## src/rtl/qspi_pkg.sv

```systemverilog
package qspi_pkg;
  localparam int DATA_W = 16;
  localparam int CS_W   = 6;
  localparam int ATTR_N = 4;
  localparam int SEL_W  = $clog2(ATTR_N);
  localparam int IDX_W  = $clog2(DATA_W);
  localparam int EDGE_W = IDX_W + 1;

  typedef struct packed {
    logic             lsb;
    logic             cpha;
    logic             cpol;
    logic [IDX_W-1:0] len_m1;
  } attr_t;

  localparam int ATTR_W = $bits(attr_t);

  typedef struct packed {
    logic              cont;
    logic [SEL_W-1:0]  attr;
    logic              eoq;
    logic              cclr;
    logic [CS_W-1:0]   cs;
    logic [DATA_W-1:0] data;
  } cmd_t;

  // Position in the data word of the idx-th bit on the wire.
  function automatic logic [IDX_W-1:0] wire_pos(input logic [IDX_W-1:0] idx,
                                                input logic [IDX_W-1:0] len_m1,
                                                input logic lsb);
    return lsb ? idx : (len_m1 - idx);
  endfunction

  // Index of the bit driven after a given number of clock edges.
  function automatic logic [IDX_W-1:0] drive_index(input logic [EDGE_W-1:0] edges,
                                                   input logic cpha);
    logic [EDGE_W-1:0] e;
    e = (cpha && edges != '0) ? edges - 1'b1 : edges;
    return e[EDGE_W-1:1];
  endfunction
endpackage

```

## src/rtl/qspi_fifo.sv

```systemverilog
module qspi_fifo #(
  parameter int W     = 16,
  parameter int DEPTH = 4
) (
  input  logic         clk,
  input  logic         rst_n,
  input  logic         flush,
  input  logic         push,
  input  logic [W-1:0] din,
  input  logic         pop,
  output logic [W-1:0] dout,
  output logic         full,
  output logic         empty
);
  localparam int AW = $clog2(DEPTH);
  localparam int CW = AW + 1;

  logic [W-1:0]  mem [DEPTH];
  logic [AW-1:0] rd_ptr, wr_ptr;
  logic [CW-1:0] fill;
  logic          do_push, do_pop;

  assign full    = (fill == CW'(DEPTH));
  assign empty   = (fill == '0);
  assign do_push = push && !full;
  assign do_pop  = pop && !empty;
  assign dout    = mem[rd_ptr];

  always_ff @(posedge clk or negedge rst_n) begin
    if (!rst_n) begin
      rd_ptr <= '0;
      wr_ptr <= '0;
      fill   <= '0;
    end else if (flush) begin
      rd_ptr <= '0;
      wr_ptr <= '0;
      fill   <= '0;
    end else begin
      if (do_push) wr_ptr <= (wr_ptr == AW'(DEPTH - 1)) ? '0 : wr_ptr + 1'b1;
      if (do_pop)  rd_ptr <= (rd_ptr == AW'(DEPTH - 1)) ? '0 : rd_ptr + 1'b1;
      fill <= fill + CW'(do_push) - CW'(do_pop);
    end
  end

  always_ff @(posedge clk) begin
    if (do_push && !flush) mem[wr_ptr] <= din;
  end
endmodule

```

## src/rtl/qspi_shifter.sv

```systemverilog
module qspi_shifter
  import qspi_pkg::*;
(
  input  logic              clk,
  input  logic              rst_n,
  input  logic              tick,
  input  logic              start,
  input  attr_t             attr_in,
  input  logic [DATA_W-1:0] data_in,
  input  logic              miso,
  output logic              busy,
  output logic              done,
  output logic              sck,
  output logic              mosi,
  output logic [DATA_W-1:0] rx_data
);
  typedef enum logic [1:0] {S_IDLE, S_LEAD, S_XFER, S_TRAIL} st_t;

  st_t               st;
  attr_t             attr_q;
  logic [DATA_W-1:0] data_q;
  logic [EDGE_W-1:0] edges;
  logic              last_edge;
  logic              sample_now;

  assign last_edge  = (edges == {attr_q.len_m1, 1'b1});
  assign sample_now = (edges[0] == attr_q.cpha);
  assign busy       = (st != S_IDLE);
  assign mosi       = (st == S_IDLE) ? 1'b0 :
                      data_q[wire_pos(drive_index(edges, attr_q.cpha), attr_q.len_m1, attr_q.lsb)];

  always_ff @(posedge clk or negedge rst_n) begin
    if (!rst_n) begin
      st      <= S_IDLE;
      attr_q  <= '0;
      data_q  <= '0;
      edges   <= '0;
      sck     <= 1'b0;
      rx_data <= '0;
      done    <= 1'b0;
    end else begin
      done <= 1'b0;
      unique case (st)
        S_IDLE: if (start) begin
          attr_q  <= attr_in;
          data_q  <= data_in;
          edges   <= '0;
          sck     <= attr_in.cpol;
          rx_data <= '0;
          st      <= S_LEAD;
        end
        S_LEAD: if (tick) st <= S_XFER;
        S_XFER: if (tick) begin
          sck <= ~sck;
          if (sample_now)
            rx_data[wire_pos(edges[EDGE_W-1:1], attr_q.len_m1, attr_q.lsb)] <= miso;
          if (last_edge) st <= S_TRAIL;
          else           edges <= edges + 1'b1;
        end
        S_TRAIL: if (tick) begin
          st   <= S_IDLE;
          done <= 1'b1;
        end
        default: st <= S_IDLE;
      endcase
    end
  end
endmodule

```

## src/rtl/qspi_engine.sv

```systemverilog
module qspi_engine
  import qspi_pkg::*;
#(
  parameter int TXQ_DEPTH = 4,
  parameter int RXQ_DEPTH = 4,
  parameter int CNT_W     = 16
) (
  input  logic                     clk,
  input  logic                     rst_n,
  input  logic                     push_wr,
  input  logic [31:0]              push_word,
  output logic                     push_full,
  input  logic                     pop_rd,
  output logic [DATA_W-1:0]        pop_data,
  output logic                     pop_empty,
  input  logic                     ctl_wr,
  input  logic [31:0]              ctl_word,
  input  logic                     stat_wr,
  input  logic [31:0]              stat_word,
  output logic [31:0]              status,
  input  logic                     ien_done,
  input  logic                     ien_eoq,
  output logic                     irq,
  input  logic [ATTR_N*ATTR_W-1:0] cfg_attr,
  output logic [CNT_W-1:0]         frame_count,
  input  logic                     tick,
  output logic                     sck,
  output logic                     mosi,
  input  logic                     miso,
  output logic [CS_W-1:0]          cs_n
);
  cmd_t              cmd_in, tx_head;
  attr_t             attr_tab [ATTR_N];
  logic              tx_empty, rx_full, rx_empty;
  logic              flush_tx, flush_rx;
  logic              busy, frame_done, frame_start, rx_push;
  logic [DATA_W-1:0] rx_word, rx_head;
  logic [CS_W-1:0]   idle_lvl, cs_sel;
  logic              cur_cont, cur_eoq, cur_cclr;
  logic              stat_tc, stat_eoq, stat_ovf;
  logic              clr_tc, clr_eoq, clr_ovf;
  logic              sig_unused;

  assign sig_unused = ^{push_word[30], push_word[25:22], ctl_word[31:22], ctl_word[15:12],
                        ctl_word[9:0], stat_word[30:29], stat_word[27:20], stat_word[18:0]};

  // Command field decode
  assign cmd_in.cont = push_word[31];
  assign cmd_in.attr = push_word[29:28];
  assign cmd_in.eoq  = push_word[27];
  assign cmd_in.cclr = push_word[26];
  assign cmd_in.cs   = push_word[21:16];
  assign cmd_in.data = push_word[15:0];

  for (genvar g = 0; g < ATTR_N; g++) begin : g_attr
    assign attr_tab[g] = attr_t'(cfg_attr[g*ATTR_W +: ATTR_W]);
  end

  assign flush_tx    = ctl_wr && ctl_word[11];
  assign flush_rx    = ctl_wr && ctl_word[10];
  assign frame_start = !busy && !frame_done && !tx_empty && !stat_eoq && !flush_tx;
  assign rx_push     = frame_done && !rx_full;
  assign clr_tc      = stat_wr && stat_word[31];
  assign clr_eoq     = stat_wr && stat_word[28];
  assign clr_ovf     = stat_wr && stat_word[19];

  qspi_fifo #(.W($bits(cmd_t)), .DEPTH(TXQ_DEPTH)) u_txq (
    .clk(clk), .rst_n(rst_n), .flush(flush_tx), .push(push_wr), .din(cmd_in),
    .pop(frame_start), .dout(tx_head), .full(push_full), .empty(tx_empty)
  );

  qspi_fifo #(.W(DATA_W), .DEPTH(RXQ_DEPTH)) u_rxq (
    .clk(clk), .rst_n(rst_n), .flush(flush_rx), .push(rx_push), .din(rx_word),
    .pop(pop_rd), .dout(rx_head), .full(rx_full), .empty(rx_empty)
  );

  qspi_shifter u_shift (
    .clk(clk), .rst_n(rst_n), .tick(tick), .start(frame_start),
    .attr_in(attr_tab[tx_head.attr]), .data_in(tx_head.data), .miso(miso),
    .busy(busy), .done(frame_done), .sck(sck), .mosi(mosi), .rx_data(rx_word)
  );

  always_ff @(posedge clk or negedge rst_n) begin
    if (!rst_n) begin
      idle_lvl    <= '1;
      cs_sel      <= '0;
      cur_cont    <= 1'b0;
      cur_eoq     <= 1'b0;
      cur_cclr    <= 1'b0;
      frame_count <= '0;
      stat_tc     <= 1'b0;
      stat_eoq    <= 1'b0;
      stat_ovf    <= 1'b0;
    end else begin
      if (ctl_wr) idle_lvl <= ctl_word[21:16];
      if (frame_start) begin
        cs_sel   <= tx_head.cs;
        cur_cont <= tx_head.cont;
        cur_eoq  <= tx_head.eoq;
        cur_cclr <= tx_head.cclr;
      end else if (frame_done) begin
        if (!cur_cont) cs_sel <= '0;
        frame_count <= (cur_cclr ? '0 : frame_count) + 1'b1;
      end
      stat_tc  <= (stat_tc && !clr_tc) || frame_done;
      stat_eoq <= (stat_eoq && !clr_eoq) || (frame_done && cur_eoq);
      stat_ovf <= (stat_ovf && !clr_ovf) || (frame_done && rx_full);
    end
  end

  assign cs_n      = idle_lvl ^ cs_sel;
  assign pop_data  = rx_empty ? '0 : rx_head;
  assign pop_empty = rx_empty;
  assign status    = {stat_tc, 2'b00, stat_eoq, 8'h00, stat_ovf, 19'h0};
  assign irq       = (stat_tc && ien_done) || (stat_eoq && ien_eoq);
endmodule

```

## config.mk

```make
export PLATFORM = sky130hd
export DESIGN_NAME = qspi_engine
export DESIGN_NICKNAME = d
export VERILOG_FILES = /design/src/rtl/qspi_pkg.sv /design/src/rtl/qspi_fifo.sv /design/src/rtl/qspi_shifter.sv /design/src/rtl/qspi_engine.sv
export SDC_FILE = /design/constraint.sdc
export NUM_CORES = 1
export LEC_CHECK = 0
export CAP_MARGIN = 20
export CORE_AREA = 3 3 132 197
export CTS_CLUSTER_DIAMETER = 60
export DETAILED_ROUTE_END_ITERATION = 6
export DIE_AREA = 0 0 135 200
export DONT_BUFFER_PORTS = 1
export PLACE_DENSITY = 0.65
export SLEW_MARGIN = 20
export SYNTH_ARGS = -nofsm -noshare
export SYNTH_HDL_FRONTEND = slang
export SYNTH_SLANG_ARGS = --single-unit
```

## constraint.sdc

```tcl
create_clock -name clk -period 3.2 [get_ports clk]
set_input_delay 0.16 -clock clk [delete_from_list [all_inputs] [get_ports clk]]
set_output_delay 0.16 -clock clk [all_outputs]
set_load 0.02 [all_outputs]
```

==> report_table.html <==
<table>
<tr><th>Metric</th><th>Value</th></tr>
<tr><th colspan="2">Critical path</th></tr>
<tr><td>Worst EP required</td><td>3.04 ns</td></tr>
<tr><td>CP max FO</td><td>3</td></tr>
<tr><td>Cell repeated most along the worst path</td><td>buf_6</td></tr>
<tr><td>Worst path bufs/invs</td><td>2</td></tr>
<tr><td>Worst endpoint data arrival time</td><td>roughly 3.4 ns</td></tr>
<tr><td>Critical Path Slowest Stage Cell</td><td>or4b_4</td></tr>
<tr><td>Kind of end point of the critical path</td><td>primary output</td></tr>
<tr><td>Setup slack, reg-to-reg</td><td>approximately 0.37 ns</td></tr>
<tr><td>Critical path type</td><td>reg -&gt; out</td></tr>
<tr><td>Ordered cell list for the critical path</td><td>buf_6 &gt; or4b_4 &gt; nor3_2 &gt; a21oi_1 &gt; ha_1 &gt; buf_6 &gt; xor2_1 &gt; o32a_1 &gt; a22o_1 &gt; o2111ai_1 &gt; a2111o_1 &gt; o21ai_4</td></tr>
<tr><td>Startpoint kind of the worst setup timing path</td><td>flip-flop</td></tr>
<tr><td>Delay of the slowest cell on the worst path</td><td>roughly 0.50 ns</td></tr>
<tr><td>Largest delay contributor family on the critical path</td><td>compound AO/OA/AOI/OAI gates</td></tr>
<tr><th colspan="2">STA</th></tr>
<tr><td>Setup repair after global routing missed its margin</td><td>yes</td></tr>
<tr><td>Final worst path period need</td><td>around 3.6 ns</td></tr>
<tr><td>Post-route clock skew</td><td>about 0.014 ns</td></tr>
<tr><td>Number of pins with negative max-slew slack in the final report</td><td>0</td></tr>
<tr><td>Number of setup violations in the final report</td><td>1</td></tr>
<tr><td>Share of the clock period used by the worst path after layout</td><td>1.113</td></tr>
<tr><td>Worst Setup Slack, final</td><td>-0.3606 ns</td></tr>
<tr><td>Transition time of the tightest slew-check pin</td><td>~0.75 ns</td></tr>
<tr><td>Max-Slew Margin vs Limit</td><td>0.5025</td></tr>
<tr><td>Count of final hold-check violations</td><td>0</td></tr>
<tr><td>Highest clock frequency the design can meet</td><td>approximately 280 MHz</td></tr>
<tr><th colspan="2">Global route</th></tr>
<tr><td>Vias in the first global route</td><td>slightly above 7000</td></tr>
<tr><td>First-pass GRT wire length</td><td>37550 um</td></tr>
<tr><td>Total routing resource utilization after global routing</td><td>0.1725</td></tr>
<tr><td>Global route total overflow</td><td>0</td></tr>
<tr><td>Largest net degree at the start of global routing</td><td>between 90 and 100</td></tr>
<tr><td>Antenna violations before repair</td><td>1</td></tr>
<tr><th colspan="2">Pwr</th></tr>
<tr><td>Part of the power in the clock network</td><td>0.242</td></tr>
<tr><td>Worst-case vdd ir drop</td><td>roughly 0.63 mV</td></tr>
<tr><td>P_sw</td><td>about 4400 uW</td></tr>
<tr><td>Sequential share of power</td><td>0.392</td></tr>
<tr><td>Power density over cell area</td><td>906.1 nW/um^2</td></tr>
<tr><td>Part of the total power dissipated in combinational logic</td><td>0.366</td></tr>
<tr><td>Fraction of power spent switching nets</td><td>0.3499</td></tr>
<tr><td>Static leakage power</td><td>roughly 0.0053 uW</td></tr>
<tr><td>Internal power summed over all cells</td><td>around 8000 uW</td></tr>
<tr><th colspan="2">Detailed routing</th></tr>
<tr><td>Average wire per cell in the routed design</td><td>17.88 um</td></tr>
<tr><td>1st-iter DRT viols</td><td>roughly 390</td></tr>
<tr><td>Antenna-violating nets left</td><td>0</td></tr>
<tr><td>Total DRC errors in the routed layout</td><td>0</td></tr>
<tr><td>Vias after detailed routing</td><td>slightly below 7000</td></tr>
<tr><td>Vias per Instance</td><td>approximately 5.4</td></tr>
<tr><td>Drt pass-1 iters</td><td>4</td></tr>
<tr><td>Final Routed Wirelength</td><td>around 23000 um</td></tr>
<tr><th colspan="2">Place</th></tr>
<tr><td>Area of placed instances</td><td>around 12000 um^2</td></tr>
<tr><td>Final estimated routing congestion in global placement</td><td>between 0.8 and 0.9</td></tr>
<tr><td>Port buffer count</td><td>0</td></tr>
<tr><td>Worst slack after detailed placement</td><td>~0.14 ns</td></tr>
<tr><td>Hpwl dp</td><td>between 10000 and 15000 um</td></tr>
<tr><th colspan="2">Outcome</th></tr>
<tr><td>Outcome</td><td>complete, but fails checks</td></tr>
<tr><td>Violations in the final reports</td><td>negative setup slack</td></tr>
<tr><th colspan="2">Synth</th></tr>
<tr><td>Synthesis Warnings</td><td>0</td></tr>
<tr><td>Share of synthesized area occupied by flip-flops and latches</td><td>0.6209</td></tr>
<tr><td>Cell area after synthesis</td><td>roughly 12000 um^2</td></tr>
<tr><td>Number of distinct library cells after synthesis</td><td>70</td></tr>
<tr><td>Post-synth top area share</td><td>0.4248</td></tr>
<tr><td>Count of flip-flops with a built-in enable after synthesis</td><td>172</td></tr>
<tr><td>Avg Cell Area, Syn</td><td>between 10 and 15 um^2</td></tr>
<tr><td>Largest cells by area after synthesis</td><td>edfxtp_1, dfrtp_1, mux4_2</td></tr>
<tr><td>Number of instances in the synthesized netlist</td><td>between 800 and 900</td></tr>
<tr><td>Most used flip-flop cell after synthesis</td><td>edfxtp_1</td></tr>
<tr><td>Cell type with the largest total area after synthesis</td><td>edfxtp_1</td></tr>
<tr><td>Register bit total from synthesis</td><td>around 270</td></tr>
<tr><td>Proportion of synthesized flip-flops having asynchronous set or reset</td><td>0.3558</td></tr>
<tr><th colspan="2">Flow run</th></tr>
<tr><td>Number of max-cap violations</td><td>0</td></tr>
<tr><th colspan="2">Floorplanning</th></tr>
<tr><td>Num rows</td><td>70</td></tr>
<tr><td>Area of the core</td><td>approximately 24000 um^2</td></tr>
<tr><td>I/O pin count</td><td>~210</td></tr>
<tr><td>Height of the die</td><td>around 200 um</td></tr>
<tr><td>Die X-Extent</td><td>approximately 140 um</td></tr>
<tr><td>Die area</td><td>around 27000 um^2</td></tr>
<tr><td>Initial core utilization</td><td>0.4976</td></tr>
<tr><th colspan="2">Final layout</th></tr>
<tr><td>Layout cell share with drive strength beyond 1</td><td>0.1624</td></tr>
<tr><td>Area taken by multi-input logic gates</td><td>4194 um^2</td></tr>
<tr><td>Sequential cell area</td><td>~7600 um^2</td></tr>
<tr><td>Number of nets at the end of the flow</td><td>between 1000 and 1500</td></tr>
<tr><td>Area Growth Syn to Fin</td><td>14.17%</td></tr>
<tr><td>Number of inserted diodes</td><td>0</td></tr>
<tr><td>Post-route cell area</td><td>between 10000 and 15000 um^2</td></tr>
<tr><td>Total of fill cells in the finished design</td><td>2002</td></tr>
<tr><th colspan="2">Clock network</th></tr>
<tr><td>CTS clock-pin slew for the worst setup and hold paths</td><td>roughly 0.070 ns</td></tr>
<tr><td>Library cell used as clock root buffer</td><td>clkbuf_16</td></tr>
<tr><td>Sinks on the clock net</td><td>267</td></tr>
<tr><td>Maximum count of clock buffers along a single path</td><td>3</td></tr>
<tr><td>Number of buffers inserted during clock tree synthesis</td><td>25</td></tr>
<tr><td>Later-pin clock latency in the skew report</td><td>~0.52 ns</td></tr>
<tr><td>CTS tree</td><td>built</td></tr>
<tr><td>Maximum level of the CTS H-tree</td><td>1</td></tr>
<tr><th colspan="2">Worst hold path</th></tr>
<tr><td>Path category of the worst min-delay check</td><td>in -&gt; reg</td></tr>
</table>
==> placed cells by master, fill, tap and decap left out, types with 26 or more instances in the layout <==
master / instances
edfxtp_1: 172
nand3_1: 26
nor2b_1: 29
mux4_2: 49
conb_1: 29
inv_1: 29
dlygate4sd3_1: 50
nor2_1: 26
buf_4: 28
dfrtp_1: 88
ha_1: 27
nand2_1: 107
==> metal layers <==
| metal | wire (um) | GRT usage | vias up |
|---|---|---|---|
| met5 | 9 | 0 | - |
| met4 | 535 | 0.04520 | 2 |
| met3 | 1063 | 0.03134 | 40 |
| met2 | 12350 | 0.3234 | 141 |
| met1 | 8679 | 0.2046 | 3442 |
| li1 | - | - | 3248 |
==> worst register-to-register path: stages (launching register included) <==
cell and delay [ns]:
dfrtp_1 0.41, inv_1 0.12, ha_1 0.37, nand4_1 0.19, inv_2 0.09, ha_1 0.22
inv_1 0.06, ha_1 0.13, inv_1 0.05, fa_1 0.48, a21oi_1 0.04, dlygate4sd3_1 0.56
==> metrics by stage <==
stage / setup TNS, ns / power, uW / hold WS (ns) / std cells / utilization
after CTS: -0.3479 / 12690 / 0.01152 / 1265 / 0.5672
after floorplan: 0 / 8467 / -0.1356 / 893 / -
final: -0.3606 / 12580 / 0.03520 / 1266 / 0.5681
after global routing: -0.5225 / 13470 / 0.05016 / 1266 / 0.5681
after detailed placement: 0 / 9350 / -0.1339 / 1164 / 0.5078
after global placement: 0 / 9258 / -0.1332 / 1164 / 0.5078
==> power groups by stage <==
stage	combinational (uW)	clock, uW	sequential, uW
2_1_floorplan	3740	0	4730
3_3_place_gp	4260	0	4990
3_5_place_dp	4330	0	5020
4_1_cts	4620	3120	4950
5_1_grt	5190	3260	5030
6_report	4610	3040	4930
==> state kept, by name (all words and copies together), names as in the netlist, 5 cells and up <==
signal / cells
u_shift.rx_data: 16
u_txq.mem: 108
frame_count: 16
idle_lvl: 6
cs_sel: 6
u_shift.data_q: 16
u_shift.attr_q: 6
u_rxq.mem: 64
u_shift.edges: 5
==> worst paths after layout <==
| kind | from | cells after the start | endpoint |
|---|---|---|---|
| worst min-delay path | cfg_attr[0] | 3 | u_shift.attr_q[0]$_DFFE_PN0P_ |
| worst max-delay path | u_shift.edges[1]$_DFFE_PN0P_ | 12 | mosi |
| max in group asynchronous | rst_n | 2 | u_shift.data_q[4]$_DFFE_PN0P_ |
| worst min register to register | u_shift.data_q[3]$_DFFE_PN0P_ | 2 | u_shift.data_q[3]$_DFFE_PN0P_ |
| worst max register to register | u_shift.st[0]$_DFFE_PN0P_ | 11 | u_txq.fill[1]$_DFF_PN0_ |
| min in group asynchronous | rst_n | 2 | stat_tc$_DFF_PN0_ |
==> Yosys cell counts, types with 18 or more instances <==
cell type / number
nand3_1: 26
nor2_1: 26
o21ai_0: 18
mux4_2: 49
nand2_1: 108
buf_4: 32
dfrtp_1: 89
inv_1: 30
a32o_1: 18
clkbuf_1: 27
ha_1: 28
edfxtp_1: 172
nor2b_1: 29
==> logic make-up after synthesis <==
kind of cell    after synthesis  synth area share
buf+inv                     109           0.04672
flops                       267            0.6209
other cells                   1         0.0003084
mux                          73            0.1120
fa+ha+maj                    32           0.03540
compound gates               99           0.05979
simple gates                261            0.1084
xor+xnor                     23           0.01657
==> cell type report <==
class	count	share of cell area
clock buffer	30	0.04786
clock inverter	15	0.01343
inverter	32	0.008653
multi-input combinational	517	0.3021
sequential	267	0.5439
tap	324	0.02920
timing repair buffer	81	0.05480
==> repair_timing <==
item                                    4_1_cts  5_1_grt
buffers inserted                              5        1
endpoints found under the hold margin       234        0
pin swaps                                     8        9
hold buffers                                 51        0
resized for setup                             8        5
endpoints found under the setup margin        1        1
No activity file was read; power rests on OpenSTA's default activity.
